### config.mk
export PLATFORM = sky130hd
export DESIGN_NAME = serial_rx
export DESIGN_NICKNAME = d
export VERILOG_FILES = /design/src/rtl/serial_rx_pkg.sv /design/src/rtl/serial_rx_sync.sv /design/src/rtl/serial_rx_frame.sv /design/src/rtl/serial_rx_flags.sv /design/src/rtl/serial_rx.sv
export SDC_FILE = /design/constraint.sdc
export NUM_CORES = 1
export LEC_CHECK = 0
export ABC_AREA = 0
export BUFFER_PORTS_ARGS = -buffer_cell sky130_fd_sc_hd__buf_2
export CORE_MARGIN = 2
export CORE_UTILIZATION = 45
export DETAILED_ROUTE_END_ITERATION = 8
export HOLD_SLACK_MARGIN = 0.08
export SLEW_MARGIN = 20
export SYNTH_ARGS = -nofsm -noshare
export SYNTH_HDL_FRONTEND = slang
export SYNTH_SLANG_ARGS = --single-unit
export TNS_END_PERCENT = 30
### constraint.sdc
create_clock -name clk -period 3.4 [get_ports clk]
set_clock_uncertainty 0.1 [all_clocks]
set_input_delay 0.17 -clock clk [delete_from_list [all_inputs] [get_ports clk]]
set_output_delay 0.17 -clock clk [all_outputs]
set_load 0.005 [all_outputs]
### src/rtl/serial_rx_pkg.sv
package serial_rx_pkg;
  typedef enum logic [2:0] {
    ST_IDLE, ST_START, ST_DATA, ST_PAR, ST_STOP, ST_GUARD
  } rx_state_e;

  typedef struct packed {
    logic par_en;
    logic par_odd;
    logic two_stop;
  } rx_cfg_t;
endpackage

### src/rtl/serial_rx_sync.sv
module serial_rx_sync #(
  parameter int STAGES = 2
) (
  input  logic clk,
  input  logic rst_n,
  input  logic din,
  output logic dout
);
  logic [STAGES-1:0] pipe;

  generate
    for (genvar i = 0; i < STAGES; i++) begin : g_stage
      always_ff @(posedge clk or negedge rst_n) begin
        if (!rst_n) pipe[i] <= 1'b1;
        else if (i == 0) pipe[i] <= din;
        else pipe[i] <= pipe[(i == 0) ? 0 : i-1];
      end
    end
  endgenerate

  assign dout = pipe[STAGES-1];
endmodule

### src/rtl/serial_rx_frame.sv
module serial_rx_frame
  import serial_rx_pkg::*;
#(
  parameter int DATA_W = 8,
  parameter int OS     = 16
) (
  input  logic              clk,
  input  logic              rst_n,
  input  logic              tick,
  input  logic              line,
  input  rx_cfg_t           cfg,
  input  logic              hold,
  output logic              done,
  output logic [DATA_W-1:0] data,
  output logic              par_bad,
  output logic              stop_bad
);
  localparam int HALF        = OS / 2;
  localparam int GUARD_TICKS = OS + HALF - 2;
  localparam int CNT_W       = $clog2(GUARD_TICKS + 1);
  localparam int BIT_W       = $clog2(DATA_W + 1);

  rx_state_e         state;
  logic [CNT_W-1:0]  cnt;
  logic [BIT_W-1:0]  bits;
  logic [DATA_W-1:0] shreg;
  logic              pbit;
  rx_cfg_t           cfg_q;
  logic              mid;

  assign mid  = (cnt == CNT_W'(OS - 1));
  assign data = shreg;

  always_ff @(posedge clk or negedge rst_n) begin
    if (!rst_n) begin
      state    <= ST_IDLE;
      cnt      <= '0;
      bits     <= '0;
      shreg    <= '0;
      pbit     <= 1'b0;
      cfg_q    <= '0;
      done     <= 1'b0;
      par_bad  <= 1'b0;
      stop_bad <= 1'b0;
    end else begin
      done <= 1'b0;
      if (tick) begin
        case (state)
          ST_IDLE: if (!line && !hold) begin
            state <= ST_START;
            cnt   <= '0;
          end
          ST_START: begin
            if (cnt == CNT_W'(HALF - 2)) begin
              cnt  <= '0;
              bits <= '0;
              cfg_q <= cfg;
              state <= line ? ST_IDLE : ST_DATA;
            end else cnt <= cnt + 1'b1;
          end
          ST_DATA: begin
            if (mid) begin
              cnt   <= '0;
              shreg <= {line, shreg[DATA_W-1:1]};
              bits  <= bits + 1'b1;
              if (bits == BIT_W'(DATA_W - 1))
                state <= cfg_q.par_en ? ST_PAR : ST_STOP;
            end else cnt <= cnt + 1'b1;
          end
          ST_PAR: begin
            if (mid) begin
              cnt   <= '0;
              pbit  <= line;
              state <= ST_STOP;
            end else cnt <= cnt + 1'b1;
          end
          ST_STOP: begin
            if (mid) begin
              cnt      <= '0;
              done     <= 1'b1;
              stop_bad <= !line;
              par_bad  <= cfg_q.par_en && (((^shreg) ^ pbit) != cfg_q.par_odd);
              state    <= cfg_q.two_stop ? ST_GUARD : ST_IDLE;
            end else cnt <= cnt + 1'b1;
          end
          ST_GUARD: begin
            if (cnt == CNT_W'(GUARD_TICKS - 1)) state <= ST_IDLE;
            else cnt <= cnt + 1'b1;
          end
          default: state <= ST_IDLE;
        endcase
      end
    end
  end
endmodule

### src/rtl/serial_rx_flags.sv
module serial_rx_flags #(
  parameter int DATA_W = 8
) (
  input  logic              clk,
  input  logic              rst_n,
  input  logic              done,
  input  logic [DATA_W-1:0] frame_data,
  input  logic              par_bad,
  input  logic              stop_bad,
  input  logic              take,
  input  logic              clr_ovr,
  input  logic              clr_frm,
  input  logic              clr_par,
  input  logic              irq_en,
  output logic [DATA_W-1:0] hold_data,
  output logic              full,
  output logic              ovr,
  output logic              frm,
  output logic              par,
  output logic              irq_rx,
  output logic              irq_err,
  output logic              dma_req
);
  logic ovr_set, copy, full_set;

  assign ovr_set  = done && full;
  assign copy     = done && !full;
  assign full_set = copy && !par_bad && !stop_bad;

  always_ff @(posedge clk or negedge rst_n) begin
    if (!rst_n) begin
      hold_data <= '0;
      full      <= 1'b0;
      ovr       <= 1'b0;
      frm       <= 1'b0;
      par       <= 1'b0;
      dma_req   <= 1'b0;
    end else begin
      if (copy) hold_data <= frame_data;
      full    <= full_set ? 1'b1 : (take ? 1'b0 : full);
      ovr     <= ovr_set ? 1'b1 : (clr_ovr ? 1'b0 : ovr);
      frm     <= (done && stop_bad) ? 1'b1 : (clr_frm ? 1'b0 : frm);
      par     <= (done && par_bad) ? 1'b1 : (clr_par ? 1'b0 : par);
      dma_req <= full_set;
    end
  end

  assign irq_rx  = full && irq_en;
  assign irq_err = (ovr || frm || par) && irq_en;
endmodule

### src/rtl/serial_rx.sv
module serial_rx
  import serial_rx_pkg::*;
#(
  parameter int DATA_W      = 8,
  parameter int OS          = 16,
  parameter int SYNC_STAGES = 2
) (
  input  logic              clk,
  input  logic              rst_n,
  input  logic              os_tick,
  input  logic              rx_line,
  input  logic              cfg_par_en,
  input  logic              cfg_par_odd,
  input  logic              cfg_two_stop,
  input  logic              cfg_irq_en,
  output logic [DATA_W-1:0] out_data,
  output logic              out_valid,
  input  logic              out_ready,
  input  logic              clr_overrun,
  input  logic              clr_framing,
  input  logic              clr_parity,
  output logic              err_overrun,
  output logic              err_framing,
  output logic              err_parity,
  output logic              irq_rx,
  output logic              irq_err,
  output logic              dma_req
);
  logic              line_s;
  logic              done, par_bad, stop_bad;
  logic [DATA_W-1:0] frame_data;
  rx_cfg_t           cfg;

  assign cfg = '{par_en: cfg_par_en, par_odd: cfg_par_odd, two_stop: cfg_two_stop};

  serial_rx_sync #(.STAGES(SYNC_STAGES)) u_sync (
    .clk(clk), .rst_n(rst_n), .din(rx_line), .dout(line_s)
  );

  serial_rx_frame #(.DATA_W(DATA_W), .OS(OS)) u_frame (
    .clk(clk), .rst_n(rst_n), .tick(os_tick), .line(line_s), .cfg(cfg),
    .hold(err_overrun || err_framing || err_parity),
    .done(done), .data(frame_data), .par_bad(par_bad), .stop_bad(stop_bad)
  );

  serial_rx_flags #(.DATA_W(DATA_W)) u_flags (
    .clk(clk), .rst_n(rst_n), .done(done), .frame_data(frame_data),
    .par_bad(par_bad), .stop_bad(stop_bad), .take(out_valid && out_ready),
    .clr_ovr(clr_overrun), .clr_frm(clr_framing), .clr_par(clr_parity),
    .irq_en(cfg_irq_en), .hold_data(out_data), .full(out_valid),
    .ovr(err_overrun), .frm(err_framing), .par(err_parity),
    .irq_rx(irq_rx), .irq_err(irq_err), .dma_req(dma_req)
  );
endmodule

==> results of run 1 <==
-- cells in the final DEF, fill, tap and decap left out, drive strengths merged, types with 2 or more instances in the layout --
cell and instances:
nor3 2, ha 7, dlygate4sd3 9, buf 26, o31ai 3, nand4 2, nand2 10, o21ai 15
nor2 11, dfstp 2, bufinv 2, and2b 2, xnor2 9, a21oi 5, nand2b 8, clkbuf 7
xor2 2, o2bb2ai 3, mux2 19, and3 2, nand3 6, o41ai 2, dfrtp 40, inv 11
-- through the flow --
| step | total power, mW | cell area (um2) | std cells |
|---|---|---|---|
| finish | 1.484 | 2620 | 291 |
| global route | 1.577 | 2620 | 291 |
| CTS | 1.506 | 2620 | 291 |
| detailed placement | 1.112 | 2424 | 274 |
| global placement | 1.102 | 2424 | 274 |
| floorplan | 1.043 | 2250 | 186 |
-- Yosys cell counts, drive strengths merged (2+ instances only) --
| cell type | n |
|---|---|
| buf | 5 |
| nand2 | 10 |
| dfstp | 2 |
| o21ai | 15 |
| nor2 | 11 |
| nand2b | 8 |
| o31ai | 3 |
| nand3 | 6 |
| and3 | 2 |
| mux2 | 19 |
| nor3 | 2 |
| xor2 | 2 |
| dfrtp | 40 |
| o2bb2ai | 3 |
| nand4 | 2 |
| inv | 11 |
| o41ai | 2 |
| and2b | 2 |
| ha | 7 |
| xnor2 | 9 |
| a21oi | 5 |
-- routing by layer --
| metal | vias up | part of all wire (%) |
|---|---|---|
| li1 | 728 | - |
| met1 | 728 | 47 |
| met2 | 19 | 49 |
| met3 | 8 | 2.2 |
| met4 | 0 | 1.8 |
| met5 | - | 0 |
-- power groups by stage --
stage	Clock [mW]	Sequential [mW]	Combinational, mW
after global routing	0.410	0.664	0.504
after global placement	0	0.656	0.446
final	0.375	0.654	0.456
after detailed placement	0	0.661	0.451
after CTS	0.393	0.651	0.462
after floorplan	0	0.593	0.450
-- sequential cells by signal (all words and copies together), names as in the netlist --
| signal | count |
|---|---|
| u_frame.stop_bad | 1 |
| u_sync.pipe | 1 |
| u_flags.frm | 1 |
| u_sync.dout | 1 |
| u_frame.data | 8 |
| u_frame.cnt | 5 |
| u_flags.dma_req | 1 |
| u_frame.bits | 4 |
| u_frame.pbit | 1 |
| u_flags.par | 1 |
| u_flags.hold_data | 8 |
| u_frame.state | 3 |
| u_frame.cfg_q | 3 |
| u_flags.full | 1 |
| u_frame.done | 1 |
| u_frame.par_bad | 1 |
| u_flags.ovr | 1 |
-- cells by family after synthesis --
logic type | count (synthesis) | synth area share, %
flops | 42 | 46.83
mux | 20 | 10.46
fa+ha+maj | 7 | 3.893
buf+inv | 17 | 4.394
xor+xnor | 11 | 4.283
compound gates | 38 | 13.74
simple gates | 51 | 16.41
-- area by class of cell --
type,count,area share [%]
Clock buffer,7,2.913
Clock inverter,1,1.146
Inverter,12,2.245
Multi-Input combinational cell,127,41.88
Sequential cell,42,40.21
Tap cell,67,3.200
Timing Repair Buffer,35,8.405
-- worst max path at each step --
stage	startpoint	to	slack (ns)	cells past startpoint
2_1_floorplan	u_frame.cnt[1]	u_frame.data[0]	1.52	7
3_3_place_gp	u_frame.cnt[1]	u_frame.data[2]	1.37	7
3_5_place_dp	u_frame.cnt[1]	u_frame.state[2]	1.27	8
4_1_cts	u_frame.cnt[1]	u_frame.state[2]	1.23	8
5_1_grt	u_frame.cnt[1]	u_frame.state[2]	1.07	8
6_report	u_frame.cnt[1]	u_frame.state[2]	1.24	8
-- worst reg2reg max path: cells and delay by family (launching register included) --
family / cells / cell delay (ns)
AO/OA/AOI/OAI: 3 / 0.68
flip-flops: 1 / 0.42
adder cells (fa/ha/maj): 2 / 0.54
buffers and inverters: 1 / 0.10
AND/OR/NAND/NOR: 2 / 0.20
==> impl_metrics.json, run 1 <==
{
  "status": "finished clean",
  "worstSetupPathType": "flip-flop to flip-flop",
  "viasPerCell": 5.096,
  "p_per_area_nw_per_um2": 566.5,
  "syn_to_final_growth_pct": 16.46,
  "p_clk_share_pct": 25.3,
  "async_flop_share_pct": 100.0,
  "p_seq_share_pct": 44.0,
  "syn_nets": 205,
  "path_clk_slew_ns": 0.07,
  "grt_max_degree": 43,
  "antenna_left": 0,
  "worst_slack_ns": 1.236,
  "p_switching_mw": 0.4943,
  "die_h_um": 74.71,
  "yosysWarnings": 0,
  "crit_fanout": 6,
  "hold_buffers": 9,
  "port_buffers": 26,
  "max_cap_violations": 0,
  "gr-usage-met1_pct": 20.15,
  "fillCellCount": 426,
  "slew_headroom_pct": 38.56,
  "wl_per_cell_um": 13.91,
  "n_antenna_cell": 0,
  "path_buf_inv": 1,
  "netlist_area_um2": 2250,
  "core_um2": 4786,
  "worstSetupEndpointType": "flip-flop",
  "power.leakage_nw": 1.274,
  "cp_top_family": "compound AO/OA/AOI/OAI gates",
  "path_common_cell": "ha_1",
  "critical-path-slowest-cell": "dfrtp_1",
  "clk_latency_ns": 0.29,
  "synth_ff_type": "dfrtp_1",
  "cts_tree": "built",
  "routabilityCongestion": 0.8301,
  "ys_ff_latch": 42,
  "pin_count": 27,
  "top_usage_layer": "met2",
  "grt_use_total_pct": 15.93,
  "use_met3_pct": 3.748,
  "hpwl_um": 2879,
  "cts_inserted_buffers": 5,
  "finalSetupTns_ns": 0,
  "place_ws_ns": 1.273,
  "slew_viol_final": 0,
  "fp-row-count": 25,
  "rsz0062_at_grt": "false",
  "cp_cell_sequence": "ha_1 -> nand3_1 -> inv_1 -> ha_1 -> a211o_1 -> o211ai_2 -> a311oi_1 -> nor3_1",
  "finalSetupViolations": 0,
  "synth_top_cells_by_area": "dfrtp_1 (44%), mux2_1 (4.0%), mux2_2 (4.0%)",
  "required_ns": 3.46,
  "synth_top_area_cell": "dfrtp_1",
  "synth_enable_flop_cells": 0,
  "r2r_setup_slack_ns": 1.24,
  "vdd_drop_max_v": 0.0003412,
  "crit_arrival_ns": 2.22,
  "timing.hold.ws_ns": 0.1002,
  "fin_crit_sh_pct": 63.66,
  "r2r_cells": 8,
  "r2r-end": "u_frame.state[2]",
  "die_x_um": 74.71,
  "p_int_mw": 0.9901,
  "ys_types": 55,
  "clk_path_buf_depth": 2,
  "yosysSeqAreaShare_pct": 46.83,
  "sw_frac_of_total_pct": 33.30,
  "worst_pin_slew_ns": 0.9216,
  "reg2reg_from": "u_frame.cnt[1]",
  "multi_input_area_um2": 1097,
  "vias": 1483,
  "fmax_mhz": 462.0,
  "postSynthAreaPerCell_um2": 12.09,
  "drc": 0,
  "clockRootBuffer": "clkbuf_8",
  "cp-start-kind": "flip-flop",
  "finalHoldViolCount": 0,
  "grt_pass1_vias": 1476,
  "htreeDepth": 2,
  "p_comb_share_pct": 30.7,
  "antenna_found_initial": 0,
  "min_from": "os_tick",
  "min_to": "u_frame.done",
  "start_util_pct": 47.01,
  "drt_iter0_drc": 58,
  "ctsResizeCount": 0,
  "slowest_delay_ns": 0.42,
  "regArea_um2": 1054,
  "grt-ovfl-total": 0,
  "grt_pass1_wl_um": 6748,
  "wirelength_um": 4047,
  "die_area_um2": 5581,
  "finalCriticalPeriod_ns": 2.164,
  "post-cts-setup-buffers": 0,
  "hp-class": "primary input to flip-flop",
  "met2_usage_pct": 26.35,
  "synth_top_area_share_pct": 44.49,
  "cts.sinks": 42,
  "fin_nets": 242,
  "synthCells": 186,
  "drive_gt1_share_pct": 28.57,
  "dr.pass1.iters": 4,
  "hold_depth": 3,
  "final_util_pct": 54.75
}
Note: power is estimated with default switching activity, not from simulation.
==> run 2: changes to the inputs <==
==> constraint.sdc (replaced) <==
create_clock -name clk -period 2.25 [get_ports clk]
set_clock_uncertainty 0.1 [all_clocks]
set_input_delay 0.1125 -clock clk [delete_from_list [all_inputs] [get_ports clk]]
set_output_delay 0.1125 -clock clk [all_outputs]
set_load 0.005 [all_outputs]
==> impl_metrics.json, run 2 (synthesized netlist as in run 1, its figures left out) <==
{
  "crit_fanout": 10,
  "die_x_um": 74.71,
  "p_int_mw": 1.506,
  "fin_nets": 244,
  "dr.max_layer_used": "met4",
  "drc": 0,
  "antenna_found_initial": 0,
  "wirelength_um": 4023,
  "p_switching_mw": 0.7726,
  "grt-ovfl-total": 0,
  "grt_pass1_vias": 1442,
  "core_um2": 4786,
  "slew_viol_final": 0,
  "cts_inserted_buffers": 5,
  "path_clk_slew_ns": 0.08,
  "slew_headroom_pct": 37.31,
  "cp_cell_sequence": "ha_1 -> nand3_1 -> inv_1 -> ha_2 -> nand3b_4 -> nor2_8 -> mux2_1",
  "sw_frac_of_total_pct": 33.90,
  "cp-start-kind": "flip-flop",
  "start_util_pct": 47.01,
  "wl_met3_um": 90,
  "drt-met1-wl_um": 1873,
  "pin_count": 27,
  "p_clk_share_pct": 26.1,
  "path_buf_inv": 1,
  "cp_top_family": "adder cells",
  "die_h_um": 74.71,
  "n_antenna_cell": 0,
  "wl_per_cell_um": 13.73,
  "grt_max_degree": 43,
  "dr.pass1.iters": 4,
  "grt_use_total_pct": 16.42,
  "power.leakage_nw": 1.281,
  "p_comb_share_pct": 31.9,
  "clk_path_buf_depth": 2,
  "status": "finished clean",
  "finalCriticalPeriod_ns": 2.037,
  "htreeDepth": 2,
  "routabilityCongestion": 0.8343,
  "vdd_drop_max_v": 0.0005542,
  "syn_to_final_growth_pct": 17.52,
  "hp-class": "flip-flop to flip-flop",
  "clk_latency_ns": 0.30,
  "worstSetupPathType": "flip-flop to flip-flop",
  "die_area_um2": 5581,
  "p_seq_share_pct": 42.1,
  "cts_tree": "built",
  "fmax_mhz": 491.0,
  "worst_pin_slew_ns": 0.9404,
  "cts.sinks": 42,
  "viasPerCell": 5.106,
  "port_buffers": 26,
  "fillCellCount": 423,
  "wl_met2_um": 1995,
  "antenna_left": 0,
  "slowest_delay_ns": 0.41,
  "clockRootBuffer": "clkbuf_8",
  "finalSetupTns_ns": 0,
  "drive_gt1_share_pct": 29.65,
  "crit_arrival_ns": 2.12,
  "drt_iter0_drc": 105,
  "vias": 1496,
  "finalHoldViolCount": 0,
  "worstSetupEndpointType": "flip-flop",
  "final_cell_mix": "dfrtp_1 (40), buf_2 (26), inv_1 (11)",
  "fp-row-count": 25,
  "critical-path-slowest-cell": "dfrtp_1",
  "finalPower_mw": 2.279,
  "hpwl_um": 2835,
  "p_per_area_nw_per_um2": 861.9,
  "final_common_cell": "dfrtp_1",
  "max_cap_violations": 0,
  "rsz0062_at_grt": "false",
  "finalSetupViolations": 0,
  "grt_pass1_wl_um": 6941,
  "required_ns": 2.33,
  "fin_crit_sh_pct": 90.52
}
==> run 2: through the flow <==
stage	setup WS (ns)	hold slack [ns]	utilization, %	area (um2)	cells
floorplan	0.3727	-0.2831	-	2250	186
global placement	0.2224	0.1205	50.80	2431	275
detailed placement	0.1402	0.1191	50.80	2431	275
CTS	0.1294	0.2617	55.19	2641	293
global route	0.02638	0.2634	55.24	2644	293
finish	0.2132	0.2586	55.24	2644	293
==> run 2: worst paths after layout <==
kind,start,endpoint,cells past startpoint,slack (ns)
setup / recovery,u_frame.cnt[1],u_frame.data[5],7,0.21
hold / removal,u_sync.pipe[0],u_sync.dout,0,0.26
setup reg to reg,u_frame.cnt[1],u_frame.data[5],7,0.21
hold reg to reg,u_sync.pipe[0],u_sync.dout,0,0.26
max in group asynchronous,rst_n,u_frame.bits[2],2,1.07
min in group asynchronous,rst_n,u_flags.dma_req,2,0.39
==> run 2: power groups by stage <==
stage,registers [mW],logic [mW],clock network (mW)
4_1_cts,0.959,0.734,0.609
6_report,0.958,0.726,0.594
3_3_place_gp,0.967,0.711,0
3_5_place_dp,0.974,0.718,0
2_1_floorplan,0.896,0.680,0
5_1_grt,0.975,0.798,0.645
==> run 2: area by class of cell <==
cell class              count  area (um2)  share of cell area, %
multi-input cells         127        1100                  41.60
flip-flops and latches     42        1054                  39.85
clock buffers               6       72.57                  2.745
inverters                  12       58.81                  2.224
repair buffers             37       237.7                  8.992
well taps                  67       83.83                  3.171
clock inverters             2       37.54                  1.420
==> run 2: what timing repair did <==
action,CTS,global route
endpoints found under the setup margin,0,9
setup buffers,0,0
endpoints found under the hold margin,49,0
resized for setup,0,1
hold buffers,10,0
==> run 2: worst register-to-register path, delay by kind of cell, from the launching register on <==
| kind | cells | cell delay, ns |
|---|---|---|
| and+or+nand+nor | 3 | 0.48 |
| adders and majority gates | 2 | 0.48 |
| buffers and inverters | 1 | 0.11 |
| DFF | 1 | 0.41 |
| muxes | 1 | 0.35 |
==> run 2: routing by layer <==
layer / vias to the layer above / GRT usage, %
met1: 744 / 21.98
met4: 0 / 5.357
li1: 726 / -
met3: 6 / 3.614
met5: - / 0
met2: 20 / 26.65
